==> config.mk <==
export PLATFORM = sky130hd
export DESIGN_NAME = ipc_msg_unit
export DESIGN_NICKNAME = d
export VERILOG_FILES = /design/src/rtl/ipc_mu_pkg.sv /design/src/rtl/ipc_mu_decode.sv /design/src/rtl/ipc_mu_word_lane.sv /design/src/rtl/ipc_mu_bell.sv /design/src/rtl/ipc_mu_side.sv /design/src/rtl/ipc_msg_unit.sv
export SDC_FILE = /design/constraint.sdc
export NUM_CORES = 1
export LEC_CHECK = 0
export ABC_AREA = 1
export BUFFER_PORTS_ARGS = -buffer_cell sky130_fd_sc_hd__buf_2
export CAP_MARGIN = 20
export CORE_MARGIN = 2
export CORE_UTILIZATION = 35
export CTS_CLUSTER_SIZE = 20
export DETAILED_ROUTE_END_ITERATION = 6
export HOLD_SLACK_MARGIN = 0.12
export PLACE_DENSITY = 0.57
export SLEW_MARGIN = 20
export SYNTH_ARGS = -nofsm -noshare
export SYNTH_HDL_FRONTEND = slang
export SYNTH_SLANG_ARGS = --single-unit
==> constraint.sdc <==
create_clock -name clk -period 2.7 [get_ports clk]
set_input_delay 0.81 -clock clk [delete_from_list [all_inputs] [get_ports clk]]
set_output_delay 0.81 -clock clk [all_outputs]
set_load 0.01 [all_outputs]
==> src/rtl/ipc_mu_pkg.sv <==
`timescale 1ns/1ps
// Package: shared constants, field positions and decode types for the
// messaging unit. Assumes four lanes per direction; field positions are
// mirrored so lane n sits at bit (lsb + CH-1-n) of its field.
package ipc_mu_pkg;
    localparam int CH        = 4;
    localparam int CH_IW     = $clog2(CH);
    localparam int BELL_LSB  = 28;
    localparam int FULL_LSB  = 24;
    localparam int FREE_LSB  = 20;
    localparam int RING_LSB  = 16;
    localparam int EN_LSB    = FREE_LSB;
    localparam int EN_W      = 3 * CH;

    typedef enum logic [1:0] {
        RS_NONE = 2'd0,
        RS_RX   = 2'd1,
        RS_STAT = 2'd2,
        RS_CTRL = 2'd3
    } rsel_t;

    // Bit position of lane n inside a field starting at lsb.
    function automatic int fpos(input int lsb, input int n);
        return lsb + (CH - 1 - n);
    endfunction
endpackage

==> src/rtl/ipc_mu_decode.sv <==
`timescale 1ns/1ps
// Module: address decoder for one side. Turns an access into per-lane
// write/read strobes, status/control write strobes and a read selector.
// Assumes word-aligned exact-match decode; anything else selects nothing.
module ipc_mu_decode
    import ipc_mu_pkg::*;
#(
    parameter int ADDR_W  = 8,
    parameter int ALT_MAP = 0
) (
    input  logic              en,
    input  logic              we,
    input  logic [ADDR_W-1:0] addr,
    output logic [CH-1:0]     tx_wr,
    output logic [CH-1:0]     rx_rd,
    output logic              stat_wr,
    output logic              ctrl_wr,
    output rsel_t             rsel,
    output logic [CH_IW-1:0]  ridx
);
    localparam int TX_OFF   = (ALT_MAP != 0) ? 'h20 : 'h00;
    localparam int RX_OFF   = (ALT_MAP != 0) ? 'h40 : 'h10;
    localparam int STAT_OFF = (ALT_MAP != 0) ? 'h60 : 'h20;
    localparam int CTRL_OFF = (ALT_MAP != 0) ? 'h64 : 'h24;

    logic [CH-1:0] tx_hit;
    logic [CH-1:0] rx_hit;
    logic          stat_hit;
    logic          ctrl_hit;

    for (genvar n = 0; n < CH; n++) begin : g_hit
        assign tx_hit[n] = (addr == ADDR_W'(TX_OFF + 4 * n));
        assign rx_hit[n] = (addr == ADDR_W'(RX_OFF + 4 * n));
    end
    assign stat_hit = (addr == ADDR_W'(STAT_OFF));
    assign ctrl_hit = (addr == ADDR_W'(CTRL_OFF));

    assign tx_wr   = tx_hit & {CH{en & we}};
    assign rx_rd   = rx_hit & {CH{en & ~we}};
    assign stat_wr = stat_hit & en & we;
    assign ctrl_wr = ctrl_hit & en & we;

    // Read source selection for the combinational read path.
    always_comb begin
        rsel = RS_NONE;
        ridx = '0;
        for (int n = 0; n < CH; n++) begin
            if (rx_hit[n]) ridx = CH_IW'(n);
        end
        if (en && !we) begin
            if (|rx_hit)       rsel = RS_RX;
            else if (stat_hit) rsel = RS_STAT;
            else if (ctrl_hit) rsel = RS_CTRL;
        end
    end
endmodule

==> src/rtl/ipc_mu_word_lane.sv <==
`timescale 1ns/1ps
// Module: one data lane in one direction. Holds the word and a full flag.
// A write stores the word and marks it full; a read by the receiver empties
// it. A write while full overwrites the word and keeps the flag set.
module ipc_mu_word_lane #(
    parameter int DATA_W = 32
) (
    input  logic              clk,
    input  logic              rst_n,
    input  logic              wr,
    input  logic [DATA_W-1:0] wdata,
    input  logic              rd,
    output logic              full,
    output logic [DATA_W-1:0] word
);
    // Word storage, loaded on every sender write.
    always_ff @(posedge clk) begin
        if (!rst_n)  word <= '0;
        else if (wr) word <= wdata;
    end

    // Full flag: a write fills, a receiver read drains.
    always_ff @(posedge clk) begin
        if (!rst_n)  full <= 1'b0;
        else if (wr) full <= 1'b1;
        else if (rd) full <= 1'b0;
    end

    AST_WRITE_FILLS: assert property (@(posedge clk) disable iff (!rst_n)
        wr |=> (full && word == $past(wdata)));
    AST_READ_DRAINS: assert property (@(posedge clk) disable iff (!rst_n)
        (rd && !wr) |=> !full);
    AST_OVERWRITE_KEEPS_FULL: assert property (@(posedge clk) disable iff (!rst_n)
        (wr && full && !rd) |=> full);
    AST_IDLE_HOLDS_WORD: assert property (@(posedge clk) disable iff (!rst_n)
        !wr |=> $stable(word));
endmodule

==> src/rtl/ipc_mu_bell.sv <==
`timescale 1ns/1ps
// Module: one doorbell in one direction. A ring strobe raises a one-cycle
// request; the request lands in the receiver's pending bit, which stays set
// until the receiver acknowledges. A landing request wins over an ack.
module ipc_mu_bell (
    input  logic clk,
    input  logic rst_n,
    input  logic ring,
    input  logic ack,
    output logic req,
    output logic pend
);
    // Request in flight: lives for one cycle after the ring.
    always_ff @(posedge clk) begin
        if (!rst_n) req <= 1'b0;
        else        req <= ring;
    end

    // Pending bit at the receiver: set by a landing request, cleared by ack.
    always_ff @(posedge clk) begin
        if (!rst_n)       pend <= 1'b0;
        else if (req)     pend <= 1'b1;
        else if (ack)     pend <= 1'b0;
    end

    AST_REQ_ONE_SHOT: assert property (@(posedge clk) disable iff (!rst_n)
        (req && !ring) |=> !req);
    AST_REQ_LANDS: assert property (@(posedge clk) disable iff (!rst_n)
        req |=> pend);
    AST_ACK_CLEARS: assert property (@(posedge clk) disable iff (!rst_n)
        (ack && !req) |=> !pend);
    AST_PEND_STICKY: assert property (@(posedge clk) disable iff (!rst_n)
        (pend && !ack) |=> pend);
endmodule

==> src/rtl/ipc_mu_side.sv <==
`timescale 1ns/1ps
// Module: register window of one side. Decodes the bus access, keeps the
// enable part of the control word, assembles the status word from lane and
// doorbell state, drives read data and the side's interrupt. Assumes
// DATA_W >= 32; the upper part of the write data is passed in as ctl_wd.
module ipc_mu_side
    import ipc_mu_pkg::*;
#(
    parameter int DATA_W  = 32,
    parameter int ADDR_W  = 8,
    parameter int ALT_MAP = 0
) (
    input  logic                       clk,
    input  logic                       rst_n,
    input  logic                       en,
    input  logic                       we,
    input  logic [ADDR_W-1:0]          addr,
    input  logic [31:RING_LSB]         ctl_wd,
    output logic [DATA_W-1:0]          rdata,
    output logic                       irq,
    output logic [CH-1:0]              tx_wr,
    output logic [CH-1:0]              rx_rd,
    output logic [CH-1:0]              ring,
    output logic [CH-1:0]              ack,
    input  logic [CH-1:0]              out_full,
    input  logic [CH-1:0]              in_full,
    input  logic [CH-1:0][DATA_W-1:0]  in_word,
    input  logic [CH-1:0]              in_pend,
    input  logic [CH-1:0]              out_req
);
    logic             stat_wr;
    logic             ctrl_wr;
    rsel_t            rsel;
    logic [CH_IW-1:0] ridx;
    logic [EN_W-1:0]  en_q;
    logic [DATA_W-1:0] stat_word;
    logic [DATA_W-1:0] ctrl_word;

    ipc_mu_decode #(
        .ADDR_W  (ADDR_W),
        .ALT_MAP (ALT_MAP)
    ) u_dec (
        .en      (en),
        .we      (we),
        .addr    (addr),
        .tx_wr   (tx_wr),
        .rx_rd   (rx_rd),
        .stat_wr (stat_wr),
        .ctrl_wr (ctrl_wr),
        .rsel    (rsel),
        .ridx    (ridx)
    );

    // Enable bits of the control word; loaded by a control write.
    always_ff @(posedge clk) begin
        if (!rst_n)       en_q <= '0;
        else if (ctrl_wr) en_q <= ctl_wd[31:EN_LSB];
    end

    // Doorbell ring and acknowledge strobes, one per lane.
    for (genvar n = 0; n < CH; n++) begin : g_bell_strb
        assign ring[n] = ctrl_wr & ctl_wd[fpos(RING_LSB, n)];
        assign ack[n]  = stat_wr & ctl_wd[fpos(BELL_LSB, n)];
    end

    // Status and control words as seen by this side.
    always_comb begin
        stat_word = '0;
        ctrl_word = '0;
        for (int n = 0; n < CH; n++) begin
            stat_word[fpos(BELL_LSB, n)] = in_pend[n];
            stat_word[fpos(FULL_LSB, n)] = in_full[n];
            stat_word[fpos(FREE_LSB, n)] = ~out_full[n];
            ctrl_word[fpos(RING_LSB, n)] = out_req[n];
        end
        ctrl_word[31:EN_LSB] = en_q;
    end

    // Combinational read path.
    always_comb begin
        case (rsel)
            RS_RX:   rdata = in_word[ridx];
            RS_STAT: rdata = stat_word;
            RS_CTRL: rdata = ctrl_word;
            default: rdata = '0;
        endcase
    end

    // Interrupt: any flag with its enable in the same bit position.
    assign irq = |(stat_word[31:EN_LSB] & en_q);

    AST_CTRL_HOLDS: assert property (@(posedge clk) disable iff (!rst_n)
        !ctrl_wr |=> $stable(en_q));
    AST_CTRL_LOADS: assert property (@(posedge clk) disable iff (!rst_n)
        ctrl_wr |=> (en_q == $past(ctl_wd[31:EN_LSB])));
    AST_ONE_READ_SOURCE: assert property (@(posedge clk) disable iff (!rst_n)
        $onehot0(rx_rd));
endmodule

==> src/rtl/ipc_msg_unit.sv <==
`timescale 1ns/1ps
// Module: top of the two-sided messaging unit. Builds two register windows
// and, for each direction, CH word lanes and CH doorbells. Direction d
// carries traffic sent by side d (0 = A, 1 = B) to the other side.
// Assumes one clock and one synchronous reset for both sides.
module ipc_msg_unit
    import ipc_mu_pkg::*;
#(
    parameter int DATA_W  = 32,
    parameter int ADDR_W  = 8,
    parameter int ALT_MAP = 0
) (
    input  logic              clk,
    input  logic              rst_n,
    input  logic              a_en,
    input  logic              a_we,
    input  logic [ADDR_W-1:0] a_addr,
    input  logic [DATA_W-1:0] a_wdata,
    output logic [DATA_W-1:0] a_rdata,
    output logic              a_irq,
    input  logic              b_en,
    input  logic              b_we,
    input  logic [ADDR_W-1:0] b_addr,
    input  logic [DATA_W-1:0] b_wdata,
    output logic [DATA_W-1:0] b_rdata,
    output logic              b_irq
);
    localparam int SIDES = 2;

    logic [SIDES-1:0]                     s_en;
    logic [SIDES-1:0]                     s_we;
    logic [SIDES-1:0][ADDR_W-1:0]         s_addr;
    logic [SIDES-1:0][DATA_W-1:0]         s_wdata;
    logic [SIDES-1:0][DATA_W-1:0]         s_rdata;
    logic [SIDES-1:0]                     s_irq;

    logic [SIDES-1:0][CH-1:0]             tx_wr;
    logic [SIDES-1:0][CH-1:0]             rx_rd;
    logic [SIDES-1:0][CH-1:0]             ring;
    logic [SIDES-1:0][CH-1:0]             ack;
    logic [SIDES-1:0][CH-1:0]             full;
    logic [SIDES-1:0][CH-1:0]             req;
    logic [SIDES-1:0][CH-1:0]             pend;
    logic [SIDES-1:0][CH-1:0][DATA_W-1:0] word;

    assign s_en    = {b_en, a_en};
    assign s_we    = {b_we, a_we};
    assign s_addr  = {b_addr, a_addr};
    assign s_wdata = {b_wdata, a_wdata};
    assign a_rdata = s_rdata[0];
    assign b_rdata = s_rdata[1];
    assign a_irq   = s_irq[0];
    assign b_irq   = s_irq[1];

    for (genvar s = 0; s < SIDES; s++) begin : g_side
        ipc_mu_side #(
            .DATA_W  (DATA_W),
            .ADDR_W  (ADDR_W),
            .ALT_MAP (ALT_MAP)
        ) u_side (
            .clk      (clk),
            .rst_n    (rst_n),
            .en       (s_en[s]),
            .we       (s_we[s]),
            .addr     (s_addr[s]),
            .ctl_wd   (s_wdata[s][31:RING_LSB]),
            .rdata    (s_rdata[s]),
            .irq      (s_irq[s]),
            .tx_wr    (tx_wr[s]),
            .rx_rd    (rx_rd[s]),
            .ring     (ring[s]),
            .ack      (ack[s]),
            .out_full (full[s]),
            .in_full  (full[1-s]),
            .in_word  (word[1-s]),
            .in_pend  (pend[1-s]),
            .out_req  (req[s])
        );
    end

    for (genvar d = 0; d < SIDES; d++) begin : g_dir
        for (genvar n = 0; n < CH; n++) begin : g_lane
            ipc_mu_word_lane #(
                .DATA_W (DATA_W)
            ) u_lane (
                .clk   (clk),
                .rst_n (rst_n),
                .wr    (tx_wr[d][n]),
                .wdata (s_wdata[d]),
                .rd    (rx_rd[1-d][n]),
                .full  (full[d][n]),
                .word  (word[d][n])
            );

            ipc_mu_bell u_bell (
                .clk   (clk),
                .rst_n (rst_n),
                .ring  (ring[d][n]),
                .ack   (ack[1-d][n]),
                .req   (req[d][n]),
                .pend  (pend[d][n])
            );
        end
    end

    AST_DIRS_APART: assert property (@(posedge clk) disable iff (!rst_n)
        (a_en && a_we && b_en && b_we) |=> (full[0] != 0 || full[1] != 0 || $past(tx_wr) == 0));
endmodule

==> flow_metrics.py <==
metrics = {
    "worst_hold_path": {
        "min_from": "g_dir[0].g_lane[1].u_lane.word[23]",
        "holdCritPathClass": "reg2reg",
    },
    "cells_and_area": {
        "seq_area_um2": 6087,
        "n_fill_cell": 3874,
        "finalNetCount": 2341,
        "multi_input_area_um2": 7671,
        "final_cell_area_um2": 19530,
        "fin_util": 0.4939,
        "area_growth_syn_to_layout_pct": 39.76,
        "drive_above_1_share": 0.2952,
    },
    "sta": {
        "finalSetupViolCount": 64,
        "rsz0062_at_grt": "yes",
        "tightest_slew_ps": 627.5,
        "relSlewSlack": 0.5817,
        "worst_slack_ps": -470.2,
        "fmax_ghz": 0.3154,
        "maxSlewViolCount": 0,
        "hold_viol": 0,
        "period_minus_slack_ps": 3170,
        "skew_ps": 8.213,
        "finalCritPeriodShare": 1.174,
    },
    "die": {
        "core_um2": 39550,
        "start_util": 0.3534,
        "io_pins": 152,
        "dieWidth_um": 203.8,
        "rows": 73,
        "die_y_um": 203.8,
        "dieArea_um2": 41540,
    },
    "global_route": {
        "antenna_found_initial": 7,
        "grtUsageTotal": 0.2248,
        "grt_max_degree": 160,
        "first_global_vias": 13260,
        "grt_overflow": 0,
        "grt_pass1_wl_um": 74030,
    },
    "drt": {
        "final_antenna_net_count": 0,
        "drc": 0,
        "routedWlPerCell_um": 17.29,
        "drt_wl_total_um": 48530,
        "viasPerCell": 5.029,
        "drt_pass1_iterations": 5,
        "drt_iter0_drc": 939,
        "vias": 14120,
    },
    "worst_setup_path": {
        "worst_setup_path_end_kind": "output port",
        "crit_top_cell": "buf_6",
        "regToRegStartpoint": "g_dir[0].g_lane[1].u_lane.full",
        "cp-start-kind": "input port",
        "cp.arrival_ps": 2360,
        "critPathLaunch": "b_addr[1]",
        "path_cells": "buf_6 > nor2_4 > buf_6 > nand3_4 > a21oi_4 > buf_4 > clkbuf_16 > buf_4 > nand2_1 > o21ai_2 > nand2_4 > nand3_4 > buf_6",
        "criticalPathCategory": "in2out",
        "crit_fanout": 4,
        "slowest_delay_ps": 200,
        "cp_slowest_cell": "a21oi_4",
        "required_ps": 1890,
    },
    "synth": {
        "synth_top_area_frac": 0.4355,
        "ys_warn_count": 0,
        "syn_area_um2": 13980,
        "syn_nets": 2113,
        "yosys.area.top_type": "dfxtp_1",
        "synth.distinct_cells": 33,
        "synth.avg_cell_area_um2": 6.895,
        "ys_ff_latch": 304,
        "synthCells": 2027,
        "seq_area_frac_synth": 0.4355,
        "yosys-top-cells-area": "dfxtp_1, nor2_1, o21ai_0",
    },
    "clock_network": {
        "clkSlewWorstSetupHoldPaths_ps": 60,
        "clock_path_buffers": 3,
        "clock_latency_ps": 530,
        "cts_buffers": 35,
        "clock-sinks": 304,
        "cts_tree": "yes",
        "ctsHoldBuffers": 0,
        "htree_levels": 2,
        "cts_root_buf": "clkbuf_16",
    },
    "job": {
        "maxCapViolCount": 0,
    },
    "place": {
        "dpl_cell_area_um2": 16140,
        "gp_congestion": 0.8422,
        "port_buffers": 151,
        "hpwl_um": 31180,
    },
    "power_and_ir_drop": {
        "powerDensity_nw_per_um2": 494.3,
        "p_leak_nw": 8.174,
        "peakVddDrop_mv": 0.3543,
    },
    "status": {
        "violations": "setup timing",
        "status": "finished with violations",
    },
}
[synthesized netlist by cell type]
library cell,n
clkinv_1,1
a21oi_4,1
a21oi_1,198
buf_2,46
a22o_1,4
buf_1,2
inv_1,163
nand3_4,2
nand2_1,328
clkbuf_1,64
nand3_2,3
a211oi_2,5
a21oi_2,1
a211oi_1,41
nand3_1,39
clkinv_2,1
o21ai_0,285
nand4_1,15
nor2_1,411
nand4_4,1
o211ai_1,3
nor2_2,20
nor2_4,7
nor3_4,5
nor2_8,1
nor3_1,6
dfxtp_1,304
inv_2,11
nand2_2,7
a221oi_1,6
buf_6,5
o21ai_1,26
buf_4,15
[per-stage QoR]
stage / setup WS (ps) / setup TNS (ps) / total power [mW] / hold WS, ps / std cells
2_1_floorplan: -32.53 / -923.3 / 4.793 / 429.7 / 2027
3_3_place_gp: -712.6 / -33680 / 5.006 / 439.0 / 2681
3_5_place_dp: -747.7 / -35720 / 5.011 / 444.7 / 2681
4_1_cts: -440.6 / -24380 / 9.724 / 453.6 / 2780
5_1_grt: -535.1 / -30720 / 9.973 / 469.2 / 2806
6_report: -470.2 / -26040 / 9.655 / 452.8 / 2807
[state kept, by name, indices dropped and copies added, names as in the netlist]
name	count
g_dir.g_lane.u_bell.pend	8
g_dir.g_lane.u_bell.req	8
g_dir.g_lane.u_lane.full	8
g_dir.g_lane.u_lane.word	256
g_side.u_side.en_q	24
[kinds of logic after synthesis]
logic type / synth area share
AOI/OAI and AO/OA: 0.2184
buffers and inverters: 0.09364
DFF: 0.4355
and+or+nand+nor: 0.2525
[worst max-delay path: cells and delay by family]
family          cells  cell delay [ps]
simple gates        5              440
compound gates      2              390
buf+inv             6              720
[cell type report]
class / count / area share
Antenna cell: 2 / 0.0002562
Clock inverter: 10 / 0.004868
Inverter: 176 / 0.03498
Timing Repair Buffer: 322 / 0.1697
Multi-Input combinational cell: 1416 / 0.3927
Sequential cell: 304 / 0.3116
Tap cell: 525 / 0.03363
Clock buffer: 52 / 0.05221
[routing by layer]
layer,global-route usage,up-vias,wire length (µm)
li1,-,7056,-
met3,0.03922,86,2587
met2,0.3874,331,23670
met4,0.06830,8,1312
met1,0.2861,6634,20900
met5,0,-,57
[final timing paths]
path                                                      endpoint  slack (ps)  cells past startpoint
worst max register to register      g_dir[0].g_lane[1].u_lane.full        1870                      2
worst min-delay path            g_dir[0].g_lane[1].u_lane.word[23]         450                      2
worst min register to register  g_dir[0].g_lane[1].u_lane.word[23]         450                      2
worst max-delay path                                   b_rdata[26]        -470                     13
[placed cells by master (no fill, tap or decap), types with 3 or more instances in the layout]
| master | n |
|---|---|
| dfxtp_1 | 303 |
| nor3_1 | 6 |
| clkbuf_8 | 8 |
| clkbuf_16 | 42 |
| a211oi_2 | 5 |
| a211oi_1 | 41 |
| nand3_2 | 22 |
| o21ai_1 | 33 |
| a221oi_1 | 4 |
| nand4_1 | 15 |
| a21oi_1 | 187 |
| buf_2 | 96 |
| nand2_4 | 22 |
| buf_16 | 7 |
| nand3_4 | 10 |
| clkbuf_1 | 9 |
| nand2_8 | 5 |
| nand2_1 | 228 |
| clkinvlp_4 | 3 |
| nand3_1 | 12 |
| nor2_1 | 348 |
| a22o_1 | 4 |
| inv_1 | 154 |
| nor2_4 | 40 |
| buf_4 | 89 |
| nand2_2 | 81 |
| o21ai_0 | 260 |
| buf_6 | 73 |
| nor2_2 | 50 |
| inv_2 | 15 |
| a21oi_2 | 11 |
| o21ai_2 | 17 |
| buf_12 | 45 |
| nor3_4 | 5 |
| inv_4 | 3 |
| o211ai_1 | 3 |
| inv_6 | 4 |
| clkinv_2 | 4 |
| buf_8 | 5 |
[report_power, final]
| part | internal, mW | switching (mW) |
|---|---|---|
| logic | 0.177 | 0.316 |
| clock network | 2.72 | 1.95 |
| registers | 4.49 | 0.00280 |
[repair_timing]
action,CTS,global route
setup buffers,27,21
gates cloned,10,9
gates resized for setup,235,179
setup endpoints to repair,64,65
pin swaps,47,79
Power figures use the tool's default switching activity.
